**config.mk**
```make
export PLATFORM = sky130hd
export DESIGN_NAME = dotscan_engine
export DESIGN_NICKNAME = d
export VERILOG_FILES = /design/src/rtl/dotscan_pkg.sv /design/src/rtl/scan_timer.sv /design/src/rtl/digit_gate.sv /design/src/rtl/dotscan_engine.sv
export SDC_FILE = /design/constraint.sdc
export NUM_CORES = 1
export LEC_CHECK = 0
export ABC_CLOCK_PERIOD_IN_PS = 13700
export BUFFER_PORTS_ARGS = -buffer_cell sky130_fd_sc_hd__buf_4
export CAP_MARGIN = 20
export CELL_PAD_IN_SITES_DETAIL_PLACEMENT = 2
export CELL_PAD_IN_SITES_GLOBAL_PLACEMENT = 2
export CORE_ASPECT_RATIO = 0.7
export CORE_UTILIZATION = 25
export DETAILED_ROUTE_END_ITERATION = 7
export PLACE_DENSITY = 0.93
export SYNTH_ARGS = -nofsm -noshare
export SYNTH_HDL_FRONTEND = slang
export SYNTH_HIERARCHICAL = 1
export SYNTH_SLANG_ARGS = --single-unit
export TNS_END_PERCENT = 5
```
**constraint.sdc**
```tcl
create_clock -name clk -period 13.7 [get_ports clk]
set_input_delay 2.74 -clock clk [delete_from_list [all_inputs] [get_ports clk]]
set_output_delay 2.74 -clock clk [all_outputs]
set_load 0.03 [all_outputs]
```
**src/rtl/dotscan_pkg.sv**
```systemverilog
package dotscan_pkg;

    localparam int CHAR_W   = 8;
    localparam int SYM_W    = 7;
    localparam int CG_IDX_W = 4;
    localparam int GLYPH_W  = 5;
    localparam int BRIGHT_W = 3;

    typedef struct packed {
        logic             custom;
        logic [SYM_W-1:0] sym;
    } char_t;

    typedef enum logic {
        SRC_BUILTIN = 1'b0,
        SRC_CUSTOM  = 1'b1
    } glyph_src_e;

    // Lit clocks per row slot for a brightness code, rounded to nearest
    function automatic int lit_clocks(input logic [BRIGHT_W-1:0] code, input int slot_len);
        int pct;
        case (code)
            3'd0:    pct = 100;
            3'd1:    pct = 80;
            3'd2:    pct = 53;
            3'd3:    pct = 40;
            3'd4:    pct = 27;
            3'd5:    pct = 20;
            3'd6:    pct = 13;
            default: pct = 0;
        endcase
        return (slot_len * pct + 50) / 100;
    endfunction

endpackage

```
**src/rtl/scan_timer.sv**
```systemverilog
module scan_timer #(
    parameter int ROWS         = 7,
    parameter int SLOT_CLKS    = 32,
    parameter int BLINK_PERIOD = 28672,
    localparam int ROW_W       = $clog2(ROWS),
    localparam int SLOT_W      = $clog2(SLOT_CLKS)
) (
    input  logic              clk,
    input  logic              rst,
    output logic [ROW_W-1:0]  row_idx_o,
    output logic [SLOT_W-1:0] slot_idx_o,
    output logic              dark_o
);
    localparam int DIV_W = $clog2(BLINK_PERIOD);
    localparam logic [ROW_W-1:0]  LAST_ROW  = ROW_W'(ROWS - 1);
    localparam logic [SLOT_W-1:0] LAST_SLOT = SLOT_W'(SLOT_CLKS - 1);
    localparam logic [DIV_W-1:0]  LAST_DIV  = DIV_W'(BLINK_PERIOD - 1);
    localparam logic [DIV_W-1:0]  HALF_DIV  = DIV_W'(BLINK_PERIOD / 2);

    logic [ROW_W-1:0]  row_q;
    logic [SLOT_W-1:0] slot_q;
    logic [DIV_W-1:0]  div_q;

    always_ff @(posedge clk) begin
        if (rst) begin
            row_q  <= '0;
            slot_q <= '0;
            div_q  <= '0;
        end else begin
            if (slot_q == LAST_SLOT) begin
                slot_q <= '0;
                row_q  <= (row_q == LAST_ROW) ? '0 : row_q + 1'b1;
            end else begin
                slot_q <= slot_q + 1'b1;
            end
            div_q <= (div_q == LAST_DIV) ? '0 : div_q + 1'b1;
        end
    end

    assign row_idx_o  = row_q;
    assign slot_idx_o = slot_q;
    assign dark_o     = (div_q >= HALF_DIV);

    assert_frame_wrap_R1: assert property (@(posedge clk) disable iff (rst)
        (slot_q == LAST_SLOT && row_q == LAST_ROW) |=> (slot_q == '0 && row_q == '0));

    assert_row_hold_R1: assert property (@(posedge clk) disable iff (rst)
        (slot_q != LAST_SLOT) |=> $stable(row_q));

    assert_div_wrap_R7: assert property (@(posedge clk) disable iff (rst)
        (div_q == LAST_DIV) |=> (div_q == '0 && !dark_o));

endmodule

```
**src/rtl/digit_gate.sv**
```systemverilog
module digit_gate
    import dotscan_pkg::*;
(
    input  logic               src_custom_i,
    input  logic [GLYPH_W-1:0] builtin_dots_i,
    input  logic [GLYPH_W-1:0] custom_dots_i,
    input  logic               lit_i,
    input  logic               dark_i,
    input  logic               flash_bit_i,
    input  logic               flash_en_i,
    input  logic               blink_en_i,
    output logic [GLYPH_W-1:0] dots_o
);
    glyph_src_e         src;
    logic [GLYPH_W-1:0] picked;
    logic               hide;

    always_comb begin
        src    = glyph_src_e'(src_custom_i);
        picked = (src == SRC_CUSTOM) ? custom_dots_i : builtin_dots_i;
        hide   = !lit_i || (dark_i && (blink_en_i || (flash_en_i && flash_bit_i)));
        dots_o = hide ? '0 : picked;
    end

endmodule

```
**src/rtl/dotscan_engine.sv**
```systemverilog
module dotscan_engine
    import dotscan_pkg::*;
#(
    parameter int DIGITS       = 8,
    parameter int ROWS         = 7,
    parameter int SLOT_CLKS    = 32,
    parameter int BLINK_PERIOD = 28672,
    localparam int ROW_W       = $clog2(ROWS),
    localparam int SLOT_W      = $clog2(SLOT_CLKS),
    localparam int COL_W       = DIGITS * GLYPH_W
) (
    input  logic                        clk,
    input  logic                        rst,
    input  logic [BRIGHT_W-1:0]         bright_i,
    input  logic                        flash_en_i,
    input  logic                        blink_en_i,
    input  logic [DIGITS-1:0]           flash_mask_i,
    input  logic [DIGITS*CHAR_W-1:0]    chars_i,
    output logic [DIGITS*SYM_W-1:0]     glyph_code_o,
    output logic [ROW_W-1:0]            glyph_row_o,
    input  logic [COL_W-1:0]            glyph_dots_i,
    output logic [DIGITS*CG_IDX_W-1:0]  cg_index_o,
    output logic [ROW_W-1:0]            cg_row_o,
    input  logic [COL_W-1:0]            cg_dots_i,
    output logic [ROWS-1:0]             row_en_o,
    output logic [COL_W-1:0]            col_o
);
    logic [ROW_W-1:0]  row_idx;
    logic [SLOT_W-1:0] slot_idx;
    logic              dark;
    logic [SLOT_W:0]   lit_limit;
    logic              lit;
    logic [ROWS-1:0]   row_en_d;
    logic [COL_W-1:0]  col_d;
    logic [ROWS-1:0]   row_en_q;
    logic [COL_W-1:0]  col_q;

    scan_timer #(
        .ROWS         (ROWS),
        .SLOT_CLKS    (SLOT_CLKS),
        .BLINK_PERIOD (BLINK_PERIOD)
    ) u_timer (
        .clk        (clk),
        .rst        (rst),
        .row_idx_o  (row_idx),
        .slot_idx_o (slot_idx),
        .dark_o     (dark)
    );

    assign glyph_row_o = row_idx;
    assign cg_row_o    = row_idx;

    always_comb begin
        lit_limit = (SLOT_W + 1)'(lit_clocks(bright_i, SLOT_CLKS));
        lit       = ({1'b0, slot_idx} < lit_limit);
        row_en_d  = ROWS'(1) << row_idx;
    end

    for (genvar d = 0; d < DIGITS; d++) begin : g_digit
        char_t ch;
        assign ch = chars_i[d*CHAR_W +: CHAR_W];
        assign glyph_code_o[d*SYM_W +: SYM_W]       = ch.sym;
        assign cg_index_o[d*CG_IDX_W +: CG_IDX_W]   = ch.sym[CG_IDX_W-1:0];

        digit_gate u_gate (
            .src_custom_i   (ch.custom),
            .builtin_dots_i (glyph_dots_i[d*GLYPH_W +: GLYPH_W]),
            .custom_dots_i  (cg_dots_i[d*GLYPH_W +: GLYPH_W]),
            .lit_i          (lit),
            .dark_i         (dark),
            .flash_bit_i    (flash_mask_i[d]),
            .flash_en_i     (flash_en_i),
            .blink_en_i     (blink_en_i),
            .dots_o         (col_d[d*GLYPH_W +: GLYPH_W])
        );
    end

    always_ff @(posedge clk) begin
        if (rst) begin
            row_en_q <= '0;
            col_q    <= '0;
        end else begin
            row_en_q <= row_en_d;
            col_q    <= col_d;
        end
    end

    assign row_en_o = row_en_q;
    assign col_o    = col_q;

    assert_row_onehot_R1: assert property (@(posedge clk) disable iff (rst)
        $onehot0(row_en_o));

    assert_blank_code_R6: assert property (@(posedge clk) disable iff (rst)
        (bright_i == 3'd7) |=> (col_o == '0));

    assert_blink_dark_R10: assert property (@(posedge clk) disable iff (rst)
        (blink_en_i && dark) |=> (col_o == '0));

endmodule

```
## Word-level counts from Yosys, hierarchy flattened

Index checks and enable logic that the tools add are counted.

- Register bits: 70
- Input port bits: 159
- Output and inout port bits: 141
- Logic and storage cells: 83

- $add $sub $neg: 4
- Div/mod/pow operators: 1
- $lt $le $gt $ge: 2
- Equality and inequality tests: 9
- Shift operators: 1
- Mux-type cells: 10
- Reduce and logical (&&, ||, !) cells: 44

Operator list:

| kind | number |
|---|---|
| $pmux 7 s7 | 1 |
| $mux 5 | 8 |
| $add 32x7->32 const B | 1 |
| $div 32x8->32 const B | 1 |
| $reduce_or 2->1 | 10 |
| $logic_and 1x1->1 | 16 |
| $logic_or 1x1->1 | 16 |
| $add 15x1->15 const B | 1 |
| $eq 15x15->1 const B | 1 |
| $ge 15x14->1 const B | 1 |
| $eq 3x3->1 const B | 4 |
| $shl 1x3->7 const A | 1 |
| $eq 3x2->1 const B | 2 |
| $lt 5x6->1 | 1 |
| $add 5x1->5 const B | 1 |
| $eq 5x5->1 const B | 1 |
| $add 3x1->3 const B | 1 |
| $eq 3x1->1 const B | 1 |
| $logic_not 3->1 | 1 |
| $mux 3 | 1 |
| $logic_not 1->1 | 1 |

## Logic depth before layout (Yosys ltp)

- Word-level depth: 8
- Mapped depth: 30

## Cells and area by module

Netlist, hierarchy kept.

By module, submodules not included:

| module | instances | cells each | area an instance (µm²) | seq. area each (µm²) |
|---|---|---|---|---|
| dotscan_engine | 1 | 351 | 3098.0 | 940.9 |
| scan_timer | 1 | 106 | 997.2 | 460.4 |
| digit_gate | 8 | 13 | 110.1 | 0.0 |

## Worst setup path after synthesis

OpenSTA, ideal clock, no wires.

- Path kind: input-to-reg
- Start: input port bright_i[0]
- End: register col_q[0] (netlist: col_o[0])
- Arrival time: 8279 ps
- Slack: 5355 ps
- Stages: 30
- Cell sequence: buf_4 -> inv_1 -> ha_1 -> a21oi_1 -> nor2_1 -> a21o_1 -> ha_1 -> and4b_1 -> a41o_1 -> a311oi_4 -> xnor2_1 -> inv_1 -> ha_1 -> nand3b_1 -> nor2_1 -> a211oi_1 -> clkbuf_1 -> inv_1 -> ha_1 -> nor4b_4 -> o311ai_4 -> a21oi_2 -> ha_1 -> nand3_1 -> nor3_1 -> o211a_1 -> a32oi_1 -> inv_1 -> a211oi_1 -> nor2b_1

- Longest elaborated chain between the ends: 8
- Elaborated cells on any way between the ends: 14

Ends and longest elaborated chain:

| what | RTL line | text |
|---|---|---|
| start, declared | dotscan_engine.sv:14 | `input logic [BRIGHT_W-1:0] bright_i,` |
| $eq 3x3->1 (tied with other cells) | dotscan_pkg.sv:22 | `case (code)` |
| $pmux 7 s7 (*) | dotscan_pkg.sv:22 |  |
| $add 32x7->32 (*) | dotscan_pkg.sv:32 | `return (slot_len * pct + 50) / 100;` |
| $div 32x8->32 (*) | dotscan_pkg.sv:32 |  |
| $lt 5x6->1 (*) | dotscan_engine.sv:55 | `lit = ({1'b0, slot_idx} < lit_limit);` |
| via lit | dotscan_engine.sv:32 | `logic lit;` |
| $logic_not 1->1 (*) | digit_gate.sv:21 | `hide = !lit_i \|\| (dark_i && (blink_en_i \|\| (flash_en_i && flash_bit_i)));` |
| $logic_or 1x1->1 (*) | digit_gate.sv:21 |  |
| $reduce_or 2->1 (no line) (*) | n/a |  |
| end signal, assigned | dotscan_engine.sv:84 | `col_q <= col_d;` |
| end, declared | dotscan_engine.sv:36 | `logic [COL_W-1:0] col_q;` |

Mark *: on every way through the listed nets, which the timed path passes. The rest lies on a longest branch.
A chain may end at the register's enable or synchronous reset.

## Worst setup path in the final report

- Start: input port bright_i[0]
- End: register col_q[35] (netlist: col_o[35])

Same word-level chain as after synthesis.

==> metrics.cfg <==
[drt]
ant_nets=0
routed_wl_um=17400
initialDrtViolationCount=191
wire_per_inst_um=19.7
dr.pass1.iters=4
drc=0
vias=4314
via_per_inst=4.89

[grt]
grt_antenna_before_repair=0
grt.overflow.total=0
grt_usage_pct=17.0
grt_max_degree=57
grt_pass1_vias=4545
grt_pass1_wl_um=26500

[power]
p_seq_share_pct=30.3
comb_power_share_pct=33.7
pwr_density_cell_mw_per_mm2=125
internal_power_w=0.000500
finalPower_w=0.000747
switching_share_pct=33.1
power.leakage_nw=2.69
p_sw_w=0.000247
p_clk_share_pct=35.9
ir_drop_mv=0.0628

[floorplan]
num_rows=42
initial_core_util_pct=25.9
fp.dieW_um=171
die-area_mm2=0.0205
die_y_um=120
core_mm2=0.0192
num_io_pins=300

[logic_synthesis]
synth.mux.area_fraction_pct=9.61
synth_seq_area_share_pct=28.2
synth_fp_nets=737
synth_edf_count=0
async_reset_ff_share_pct=0
ys_seq_elements=70
synth-adder-area-share_pct=4.70
synth-simple-area-share_pct=17.8
synth.avg_cell_area_um2=8.87
yosysMostFrequentCell=buf_4
syn-instance-count=561
synth_top_family_by_area=buffers and inverters
synth_compound_area_share_pct=17.8
post_synth_instance_area_mm2=0.00498
synth_top_cells_by_count=buf_4, dfxtp_1, a211oi_1, mux2i_1, nor2b_1
yosysUniqueCellTypes=67
synth_warnings=6
synth_top_area_cell=dfxtp_1
synth.area.top_cells=dfxtp_1, buf_4, mux2i_1
synth_top_area_share_pct=28.2
synth_xor_area_share_pct=3.44
synth_ff_type=dfxtp_1

[sta]
post-route-min-period_ns=9.90
hold_viol=0
max_freq_ghz=0.101
max_slew.worst_pin.slew_ns=1.21
setup-tns-final_ns=0
finClkSkew_ns=0.00624
fin_crit_sh_pct=72.3
slew_violations=0
rsz0062_at_grt=no
setup-violations-final=0
layout_setup_ws_ns=3.80
maxSlewHeadroom_pct=19.2

[hold_path]
hp-class=register to register
min_from=u_timer/slot_idx_o[0]$_SDFF_PP0_

[cells_and_area]
fill_cells=2156
layout.nets=790
multi_input_area_mm2=0.00265
areaGrowthSynthToFinish_pct=20.1
fin_area_mm2=0.00597
drive_gt1_share_pct=31.2
seqCellArea_mm2=0.00140
antenna_cells=0

[setup_path]
cp-end-kind=register
rr_startpoint=u_timer/slot_idx_o[3]$_SDFF_PP0_
crit_top_cell=ha_1
crit_slowest_cell=a32oi_1
critPathRequiredTime_ns=13.97
cp.arrival_ns=10.16
crit_path_max_incr_delay_ns=0.90
startpoint_type=input port
path_class=input port to register
crit_fanout=16
critPathLaunch=bright_i[0]

[clocking]
htreeDepth=3
cts_sinks=70
post_cts_resized=0
cts_tree=done
clockBufferDepth=2
clk_latency_ns=0.34
clkSlewWorstSetupHoldPaths_ns=0.06
cts_root_buffer=clkbuf_16
numCtsBuffers=9
cts_setup_buffers=0
cts_hold_buf=0

[status]
status=complete, no violations

[place]
hpwl_um=13500
dpl_worst_slack_ns=3.31
place_area_mm2=0.00563
port-buffer-count=155
routabilityCongestion=0.834

[job]
drv_cap=0

through the flow:
stage	instances	hold WS, ns	utilization [%]
3_5_place_dp	866	0.470	29.3
6_report	883	0.516	31.1
3_3_place_gp	866	0.458	29.3
4_1_cts	882	0.516	31.1
2_1_floorplan	561	0.438	-
5_1_grt	883	0.543	31.1
path summary, 6_finish.rpt:
| path | cells past startpoint | slack, ns | end |
|---|---|---|---|
| worst max-delay path | 29 | 3.80 | col_o[35]$_SDFF_PP0_ |
| worst min-delay path | 1 | 0.52 | u_timer/slot_idx_o[0]$_SDFF_PP0_ |
| worst max register to register | 11 | 10.12 | col_o[35]$_SDFF_PP0_ |
| worst min register to register | 1 | 0.52 | u_timer/slot_idx_o[0]$_SDFF_PP0_ |
power groups by stage:
stage	Clock, W	Sequential [W]	Combinational, W
global placement	0	0.000229	0.000235
global route	0.000284	0.000228	0.000270
floorplan	0	0.000257	0.000180
detailed placement	0	0.000231	0.000248
finish	0.000268	0.000227	0.000252
CTS	0.000274	0.000227	0.000252
cells by family (layout without fill, tap and decap cells):
group / Yosys count / count (layout)
mux: 47 / 47
xor+xnor: 18 / 18
buf+inv: 135 / 193
compound gates: 114 / 114
flops: 70 / 70
fa+ha+maj: 19 / 19
simple gates: 158 / 158
worst max-delay path, delay by kind of cell:
kind	cells	cell delay, ns
fa+ha+maj	4	1.01
buf+inv	5	0.84
simple gates	7	1.46
xor+xnor	2	0.67
compound gates	11	3.43
routing by layer:
layer / global-route usage [%] / vias up / wire length [µm]
li1: - / 2021 / -
met1: 20.7 / 2128 / 7530
met2: 27.3 / 139 / 8400
met3: 6.73 / 26 / 1100
met4: 5.29 / 0 / 346
met5: 0 / - / 0
state kept, by name, summed over array words and instances, names as in the netlist:
signal and count:
col_o 40, row_en_o 7, u_timer/div_q 15, u_timer/row_idx_o 3
u_timer/slot_idx_o 5
area by class of cell:
cell class | count | area share (%)
multi-input cells | 356 | 44.4
flip-flops and latches | 70 | 23.5
repair buffers | 156 | 19.6
well taps | 264 | 5.53
clock buffers | 10 | 3.83
clock inverters | 6 | 1.84
inverters | 21 | 1.32
cells in the final DEF, fill, tap and decap left out, types with 6 or more instances in the layout:
cell type,Yosys,layout
mux2i_1,44,44
nor3_1,16,16
clkbuf_16,0,9
dfxtp_1,70,70
a21o_1,13,13
nand2_1,17,17
ha_1,17,17
nand4_1,7,7
nand3_1,11,11
a21oi_1,15,15
inv_1,19,19
xnor2_1,8,8
nor2b_1,42,42
a211oi_1,44,44
nor2_1,33,33
xor2_1,9,9
buf_4,92,155
nand2b_1,6,6
Power figures use the tool's default switching activity.
